### src/rtl/tmon_seq.sv
module tmon_seq #(
  parameter int NCH       = 3,
  parameter int ADC_W     = 12,
  parameter int BUS_W     = 16,
  parameter int SET_W     = 8,
  parameter int SCLK_HALF = 2,
  localparam int SEL_W    = $clog2(NCH),
  localparam int AW       = $clog2(2 * NCH + 2)
) (
  input  logic             clk,
  input  logic             rst_n,
  input  logic             bus_wr,
  input  logic [AW-1:0]    bus_addr,
  input  logic [BUS_W-1:0] bus_wdata,
  output logic [BUS_W-1:0] bus_rdata,
  output logic [SEL_W-1:0] mux_sel,
  output logic             adc_cs_n,
  output logic             adc_sclk,
  input  logic             adc_sdo
);

  localparam int LIM_BASE = 1;
  localparam int RD_BASE  = NCH + 1;
  localparam int ALM_ADDR = 2 * NCH + 1;
  localparam int HC_W     = $clog2(SCLK_HALF) + 1;
  localparam int BC_W     = $clog2(ADC_W + 1);

  typedef enum logic [1:0] {S_IDLE, S_SETTLE, S_SHIFT, S_DONE} st_t;

  st_t              st;
  logic             scan_en;
  logic [SET_W-1:0] settle;
  logic [SET_W-1:0] wait_cnt;
  logic [HC_W-1:0]  hcnt;
  logic [BC_W-1:0]  nbit;
  logic             sclk_q;
  logic [ADC_W-1:0] sreg;
  logic [SEL_W-1:0] ch;
  logic [ADC_W-1:0] lim [NCH];
  logic [ADC_W-1:0] rd  [NCH];
  logic [NCH-1:0]   alm;

  wire             cfg_wr = bus_wr && bus_addr == AW'(0);
  wire [NCH-1:0]   clr    = cfg_wr ? bus_wdata[NCH:1] : '0;
  wire             done   = st == S_DONE;

  assign mux_sel  = ch;
  assign adc_cs_n = st != S_SHIFT;
  assign adc_sclk = sclk_q;

  always_ff @(posedge clk or negedge rst_n)
    if (!rst_n) begin
      scan_en <= 1'b0;
      settle  <= '0;
    end else if (cfg_wr) begin
      scan_en <= bus_wdata[0];
      settle  <= bus_wdata[8 +: SET_W];
    end

  always_ff @(posedge clk or negedge rst_n)
    if (!rst_n) begin
      st       <= S_IDLE;
      ch       <= '0;
      wait_cnt <= '0;
      hcnt     <= '0;
      nbit     <= '0;
      sclk_q   <= 1'b0;
      sreg     <= '0;
    end else if (!scan_en) begin
      st       <= S_IDLE;
      ch       <= '0;
      wait_cnt <= '0;
      hcnt     <= '0;
      nbit     <= '0;
      sclk_q   <= 1'b0;
    end else begin
      case (st)
        S_IDLE: begin
          st       <= S_SETTLE;
          wait_cnt <= '0;
        end
        S_SETTLE:
          if (wait_cnt >= settle) begin
            st   <= S_SHIFT;
            hcnt <= '0;
            nbit <= '0;
          end else begin
            wait_cnt <= wait_cnt + 1'b1;
          end
        S_SHIFT:
          if (hcnt == HC_W'(SCLK_HALF - 1)) begin
            hcnt   <= '0;
            sclk_q <= ~sclk_q;
            if (!sclk_q) begin
              sreg <= {sreg[ADC_W-2:0], adc_sdo};
              nbit <= nbit + 1'b1;
            end else if (nbit == BC_W'(ADC_W)) begin
              st <= S_DONE;
            end
          end else begin
            hcnt <= hcnt + 1'b1;
          end
        default: begin
          ch       <= (ch == SEL_W'(NCH - 1)) ? '0 : ch + 1'b1;
          st       <= S_SETTLE;
          wait_cnt <= '0;
        end
      endcase
    end

  for (genvar i = 0; i < NCH; i++) begin : g_ch
    wire here = done && ch == SEL_W'(i);

    always_ff @(posedge clk or negedge rst_n)
      if (!rst_n) lim[i] <= '1;
      else if (bus_wr && bus_addr == AW'(LIM_BASE + i)) lim[i] <= bus_wdata[ADC_W-1:0];

    always_ff @(posedge clk or negedge rst_n)
      if (!rst_n) rd[i] <= '0;
      else if (here) rd[i] <= sreg;

    always_ff @(posedge clk or negedge rst_n)
      if (!rst_n) alm[i] <= 1'b0;
      else if (here && sreg > lim[i]) alm[i] <= 1'b1;
      else if (clr[i]) alm[i] <= 1'b0;

    a_r9_alarm_sticky: assert property (@(posedge clk) disable iff (!rst_n)
      alm[i] && !clr[i] |=> alm[i]);

    a_r8_alarm_above_limit: assert property (@(posedge clk) disable iff (!rst_n)
      $rose(alm[i]) && $stable(lim[i]) |-> rd[i] > lim[i]);
  end

  always_comb begin
    bus_rdata = '0;
    if (bus_addr == AW'(0)) begin
      bus_rdata[0]           = scan_en;
      bus_rdata[8 +: SET_W]  = settle;
    end
    if (bus_addr == AW'(ALM_ADDR)) bus_rdata[NCH-1:0] = alm;
    for (int i = 0; i < NCH; i++) begin
      if (bus_addr == AW'(LIM_BASE + i)) bus_rdata[ADC_W-1:0] = lim[i];
      if (bus_addr == AW'(RD_BASE + i))  bus_rdata[ADC_W-1:0] = rd[i];
    end
  end

  a_r3_idle_deselect: assert property (@(posedge clk) disable iff (!rst_n)
    !scan_en |=> adc_cs_n && !adc_sclk && mux_sel == '0);

  a_r4_select_in_range: assert property (@(posedge clk) disable iff (!rst_n)
    int'(mux_sel) < NCH);

  a_r5_mux_hold_in_frame: assert property (@(posedge clk) disable iff (!rst_n)
    !adc_cs_n && scan_en |=> $stable(mux_sel));

  a_r6_sclk_idle_low: assert property (@(posedge clk) disable iff (!rst_n)
    adc_cs_n |-> !adc_sclk);

endmodule

### config.mk
export PLATFORM = sky130hd
export DESIGN_NAME = tmon_seq
export DESIGN_NICKNAME = d
export VERILOG_FILES = /design/src/rtl/tmon_seq.sv
export SDC_FILE = /design/constraint.sdc
export NUM_CORES = 1
export LEC_CHECK = 0
export BUFFER_PORTS_ARGS = -buffer_cell sky130_fd_sc_hd__buf_4
export CAP_MARGIN = 20
export CORE_MARGIN = 2
export CORE_UTILIZATION = 47
export DETAILED_ROUTE_END_ITERATION = 6
export PLACE_DENSITY = 0.61
export SYNTH_ARGS = -nofsm -noshare
export SYNTH_HDL_FRONTEND = slang
export SYNTH_SLANG_ARGS = --single-unit
### constraint.sdc
create_clock -name clk -period 3.65 [get_ports clk]
set_input_delay 0.1825 -clock clk [delete_from_list [all_inputs] [get_ports clk]]
set_output_delay 0.1825 -clock clk [all_outputs]
set_load 0.1 [all_outputs]
==> reports/metrics.yaml, run 1 <==
period_needed_ns: 2.71
ir_worst_vdd_v: 0.000432
num-fill-cells: 1231
multi_input_area_sq_um: 3390
post_drt_wl_per_cell_um: 19.2
min_path_type: "input port to flip-flop"
route.detailed.drc: 0
cts_buffers: 17
slew_violations: 0
drtIter0Drc: 280
htree_levels: 4
io_buffer_count: 42
ys_ff_latch: 115
place_hpwl_mm: 11.2
register_area_sq_um: 2920
hold_violations: 0
total_power_uw: 4340
avgSynthCellArea_sq_um: 10.3
final_net_count: 762
clock_sinks: 115
grt_pass1_wl_mm: 27.4
status: "finished clean"
grt_pass1_vias: 5267
cts_tree: "built"
hold_path_depth: 3
die_w_um: 123
grt_max_degree: 64
tightest_slew_ns: 1.09
via_per_inst: 5.76
cp-end-kind: "output pin"
start_kind: "input port"
timing.reg2reg.worst_path_depth: 7
netlist_area_sq_um: 6600
synth-main-ff-cell: "dfrtp_1"
synthArstFlopShare: 1.00
final_cell_area_sq_um: 7820
clockRootBuffer: "clkbuf_16"
ant_nets: 0
row_count: 43
ys_seq_area_frac: 0.443
path_clk_slew_ns: 0.05
io_pins: 43
start_util: 0.478
insertion_delay_ns: 0.42
critPathRequiredTime_ns: 3.47
finalCritPeriodShare: 0.743
syn-num-nets: 717
core_area_sq_um: 13800
hold_ws_ns: 0.0135
grt_overflow: 0
tns_ns: 0
firstDrtPassIters: 6
layout-drive-gt1-share: 0.276
worstSetupPathType: "input port to output pin"
antenna_cells: 0
postPlaceCellArea_sq_um: 7090
clockBufferDepth: 2
antenna_found_initial: 0
vias: 5081
clock-skew-final_ns: 0.00908
yosysWarningCount: 0
synth_edf_count: 0
finalSetupViolCount: 0
die_height_um: 123
arrival_ns: 2.53
netlist_instances: 644
synth.distinct_cells: 58
max_clock_freq_mhz: 369
gp_congestion: 0.881
dieArea_sq_um: 15000
cts_setup_buffers: 0
rsz0062_at_grt: "no"
fin_util: 0.566
critPathMaxFanout: 36
leakagePower_uw: 0.00365
maxCapViolCount: 0
slew_headroom: 0.274
grt_usage: 0.242
p_per_area_nw_per_um2: 555
syn_to_final_growth_pct: 18.5
finalWirelength_mm: 16.9
cells in the final DEF, fill, tap and decap left out, types with 4 or more instances in the layout:
cell type / netlist / layout
ha_1: 50 / 50
dlygate4sd3_1: 0 / 11
a22oi_1: 5 / 5
dfstp_2: 36 / 36
a2111oi_0: 5 / 5
o21ai_0: 56 / 56
buf_4: 0 / 45
clkbuf_16: 0 / 17
inv_1: 50 / 50
a21o_1: 12 / 12
a21boi_0: 4 / 4
or2_2: 4 / 4
o21a_1: 11 / 11
and4_1: 4 / 4
nor3_1: 11 / 10
mux2i_1: 6 / 6
nand2_1: 64 / 64
bufinv_16: 0 / 4
nor2_1: 17 / 17
mux2_2: 65 / 65
nand2b_1: 4 / 4
and2_1: 5 / 5
a221oi_1: 4 / 4
nand4_1: 10 / 10
nand3b_1: 4 / 4
clkinvlp_4: 0 / 4
nor2b_1: 10 / 10
nand3_1: 9 / 9
a21oi_1: 33 / 33
nor4_1: 4 / 4
dfrtp_1: 79 / 79
o22ai_1: 5 / 5
cell usage after synthesis (5+ instances only):
cell type / count / area [sq um]
a22oi_1: 5 / 37.5
nand3_1: 9 / 45.0
ha_1: 50 / 626
o21ai_0: 56 / 280
dfrtp_1: 79 / 1980
inv_1: 50 / 188
o21a_1: 11 / 82.6
o22ai_1: 5 / 31.3
dfstp_2: 36 / 946
mux2_2: 65 / 732
a21o_1: 12 / 90.1
clkbuf_1: 20 / 75.1
a21oi_1: 33 / 165
mux2i_1: 6 / 60.1
nand2_1: 64 / 240
and2_1: 5 / 31.3
nor2_1: 17 / 63.8
buf_2: 8 / 40.0
nor3_1: 11 / 55.1
a2111oi_0: 5 / 43.8
nor2b_1: 10 / 62.6
nand4_1: 10 / 62.6
worst max-delay path: stages:
cell      delay (ns)
buf_4           0.35
nor2b_1         0.92
nand2_1         0.14
o31ai_1         0.14
o22ai_1         0.14
a211oi_1        0.29
buf_4           0.34
final cells by class:
type | count | area share
Clock buffer | 19 | 0.0566
Inverter | 50 | 0.0240
Multi-Input combinational cell | 448 | 0.434
Clock inverter | 13 | 0.0234
Sequential cell | 115 | 0.374
Tap cell | 180 | 0.0288
Timing Repair Buffer | 57 | 0.0598
metrics by stage:
stage               setup WS, ns  cells
floorplan                  0.151    644
global placement            1.01    839
detailed placement         0.970    839
CTS                        0.966    882
global route               0.799    882
finish                     0.937    882
layer usage:
metal / up-vias / GRT usage / share of wire
met2: 133 / 0.402 / 0.48
met3: 29 / 0.0544 / 0.039
li1: 2424 / - / -
met4: 0 / 0.0920 / 0.026
met5: - / 0 / 0
met1: 2495 / 0.307 / 0.45
state kept, by name, summed over array words and instances (netlist names):
signal,flops
nbit,4
hcnt,2
wait_cnt,8
sreg,12
alm,3
lim,36
st,2
scan_en,1
settle,8
rd,36
adc_sclk,1
mux_sel,2
path summary, 6_finish.rpt:
check	start	endpoint	slack, ns
max	bus_addr[1]	bus_rdata[0]	0.94
min	bus_wdata[8]	lim[20]	0.01
max reg2reg	wait_cnt[0]	hcnt[1]	1.11
min reg2reg	rd[0]	rd[0]	0.49
max in group asynchronous	rst_n	lim[32]	2.49
min in group asynchronous	rst_n	rd[6]	0.35
cells by family (layout without fill, tap and decap cells):
logic type,count (synthesis),after routing,share of synthesized area
fa+ha+maj,50,50,0.0947
compound gates,169,169,0.170
flops,115,115,0.443
buf+inv,81,139,0.0476
simple gates,156,156,0.119
mux,73,73,0.127
timing repair:
action | in CTS | in global routing
hold buffers | 11 | 0
hold endpoints to repair | 43 | 0
gates resized for setup | 0 | 0
report_power, final:
part           leakage (uW)  internal, uW  switching (uW)
sequential          0.00146          1480             119
combinational       0.00189           351             618
clock              0.000295          1160             609
total               0.00365          2990            1350
Note: power is estimated with default switching activity, not from simulation.
==> run 2, diff against run 1 <==
==> constraint.sdc (replaced) <==
create_clock -name clk -period 2.8 [get_ports clk]
set_input_delay 0.14 -clock clk [delete_from_list [all_inputs] [get_ports clk]]
set_output_delay 0.14 -clock clk [all_outputs]
set_load 0.1 [all_outputs]
==> run 2 against run 1 <==
Clock power up 14%. Clock-buffer cell count up 6. Largest power group is now sequential cells. Sequential power up 30%. Final area up 0.94%. Setup slack worse by 0.66 ns.
==> reports/metrics.yaml, run 2 (same netlist as run 1, synthesis figures left out) <==
clockBufferDepth: 2  # unchanged
grt_pass1_vias: 5477  # +4.0%
post_cts_resized: 0  # unchanged
vias: 5227  # +2.9%
startpoint: "wait_cnt[0]"
row_count: 43  # unchanged
slowest_stage: "o31ai_2"
firstDrtPassIters: 5  # -1
critical-path-max-stage-delay_ns: 0.82  # -0.10 ns
post_drt_wl_per_cell_um: 19.5  # +1.6%
max_clock_freq_mhz: 396
path_clk_slew_ns: 0.06  # about the same
io_pins: 43  # unchanged
dieArea_sq_um: 15000  # unchanged
r2r_start: "wait_cnt[0]"
slew_violations: 0  # unchanged
grt_usage: 0.253  # +0.0118
die_w_um: 123  # unchanged
arrival_ns: 2.83  # +0.30 ns
drtIter0Drc: 303  # +8.2%
largestRegisters: "lim: 36 flops, rd: 36 flops, sreg: 12 flops"
critPathRequiredTime_ns: 3.10  # -0.37 ns
gp_congestion: 0.832  # -5.6%
core_area_sq_um: 13800  # unchanged
cts_tree: "built"
via_per_inst: 5.81  # +0.82%
io_buffer_count: 42  # unchanged
ant_nets: 0  # unchanged
leakagePower_uw: 0.00371  # +1.8%
cp-end-kind: "flip-flop"
antenna_cells: 0  # unchanged
clock_sinks: 115  # unchanged
finalWirelength_mm: 17.5  # +3.6%
final_cell_mix: "dfrtp_1, mux2_2, nand2_1, buf_4, o21ai_0"
hold_ws_ns: 0.238  # +0.224 ns
worstSetupPathType: "flip-flop to flip-flop"
final_common_cell: "dfrtp_1"
crit_buf_inv: 1  # -1
antenna_found_initial: 0  # unchanged
htree_levels: 4  # unchanged
crit_family: "compound AO/OA/AOI/OAI gates"
grt_pass1_wl_mm: 28.6  # +4.4%
rsz0062_at_grt: "no"
clock-skew-final_ns: 0.0105  # +0.00139 ns
grt_overflow: 0  # unchanged
route.detailed.drc: 0  # unchanged
finalSetupViolCount: 0  # unchanged
syn_to_final_growth_pct: 19.6
start_kind: "flip-flop"
place_hpwl_mm: 12.0  # +7.2%
cts_buffers: 17  # unchanged
tns_ns: 0  # unchanged
start_util: 0.478  # unchanged
slew_headroom: 0.377  # +0.103
num-fill-cells: 1196  # -2.8%
clockRootBuffer: "clkbuf_16"
finalCritPeriodShare: 0.902
tightest_slew_ns: 0.929  # -0.158 ns
insertion_delay_ns: 0.42  # about the same
hold_violations: 0  # unchanged
status: "finished clean"
ir_worst_vdd_v: 0.000428  # -0.96%
crit_chain: "inv_1 > ha_1 > nand2b_4 > a2111oi_4 > o31ai_2 > nor2_1 > o311a_1"
p_per_area_nw_per_um2: 684  # +23%
period_needed_ns: 2.53
layout-drive-gt1-share: 0.281  # +0.00420
grt_max_degree: 53  # -17%
min_path_type: "input port to asynchronous set/reset pin"
critPathMaxFanout: 13  # -64%
die_height_um: 123  # unchanged
final_net_count: 781  # +2.5%
maxCapViolCount: 0  # unchanged
[run 2: cell count changes in the layout (fill, tap and decap cells not counted), moves of 2 or more]
cell and delta:
buf_4 +12, bufinv_16 -3, clkinvlp_4 -4, clkinv_2 +2, clkbuf_1 +4, clkbuf_8 +2, dlygate4sd3_1 +7
[run 2: area by class of cell]
| type | instances | area [sq um] | share of cell area |
|---|---|---|---|
| tap | 180 | 225 | 0.0285 |
| sequential | 115 | 2920 | 0.370 |
| inverter | 50 | 188 | 0.0238 |
| clock inverter | 6 | 55.1 | 0.00697 |
| clock buffer | 25 | 485 | 0.0615 |
| multi-input combinational | 448 | 3390 | 0.430 |
| timing repair buffer | 76 | 628 | 0.0795 |
[run 2: final timing paths]
check                           to  slack, ns  cells after the start
setup / recovery           hcnt[1]       0.27                      7
hold / removal             sreg[7]       0.24                      2
setup reg to reg           hcnt[1]       0.27                      7
hold reg to reg             rd[12]       0.48                      2
max in group asynchronous  lim[35]       1.72                      3
min in group clk           lim[28]       0.43                      6
[run 2: per-layer routing]
metal | track usage | vias up | share of wire
li1 | - | 2465 | -
met1 | 0.311 | 2616 | 0.44
met2 | 0.431 | 123 | 0.50
met3 | 0.0548 | 23 | 0.040
met4 | 0.106 | 0 | 0.023
met5 | 0 | - | 0
[run 2: report_power, final]
| group | internal [uW] | switching (uW) | total, uW |
|---|---|---|---|
| Combinational | 476 | 827 | 1300 |
| Clock | 1280 | 739 | 2010 |
| Sequential | 1940 | 147 | 2080 |
[run 2: timing repair]
item | CTS | global route
setup buffers | 0 | 0
hold buffers | 18 | 0
hold endpoints to repair | 72 | 0
[run 2: per-stage QoR]
stage	std cells	cell area (sq um)	util	total power (uW)	setup WS, ns
2_1_floorplan	644	6610	-	3010	0.0570
3_3_place_gp	851	7180	0.519	3340	0.402
3_5_place_dp	851	7180	0.519	3390	0.290
4_1_cts	900	7900	0.571	5430	0.263
5_1_grt	900	7900	0.571	5690	0.0510
6_report	900	7900	0.571	5400	0.275
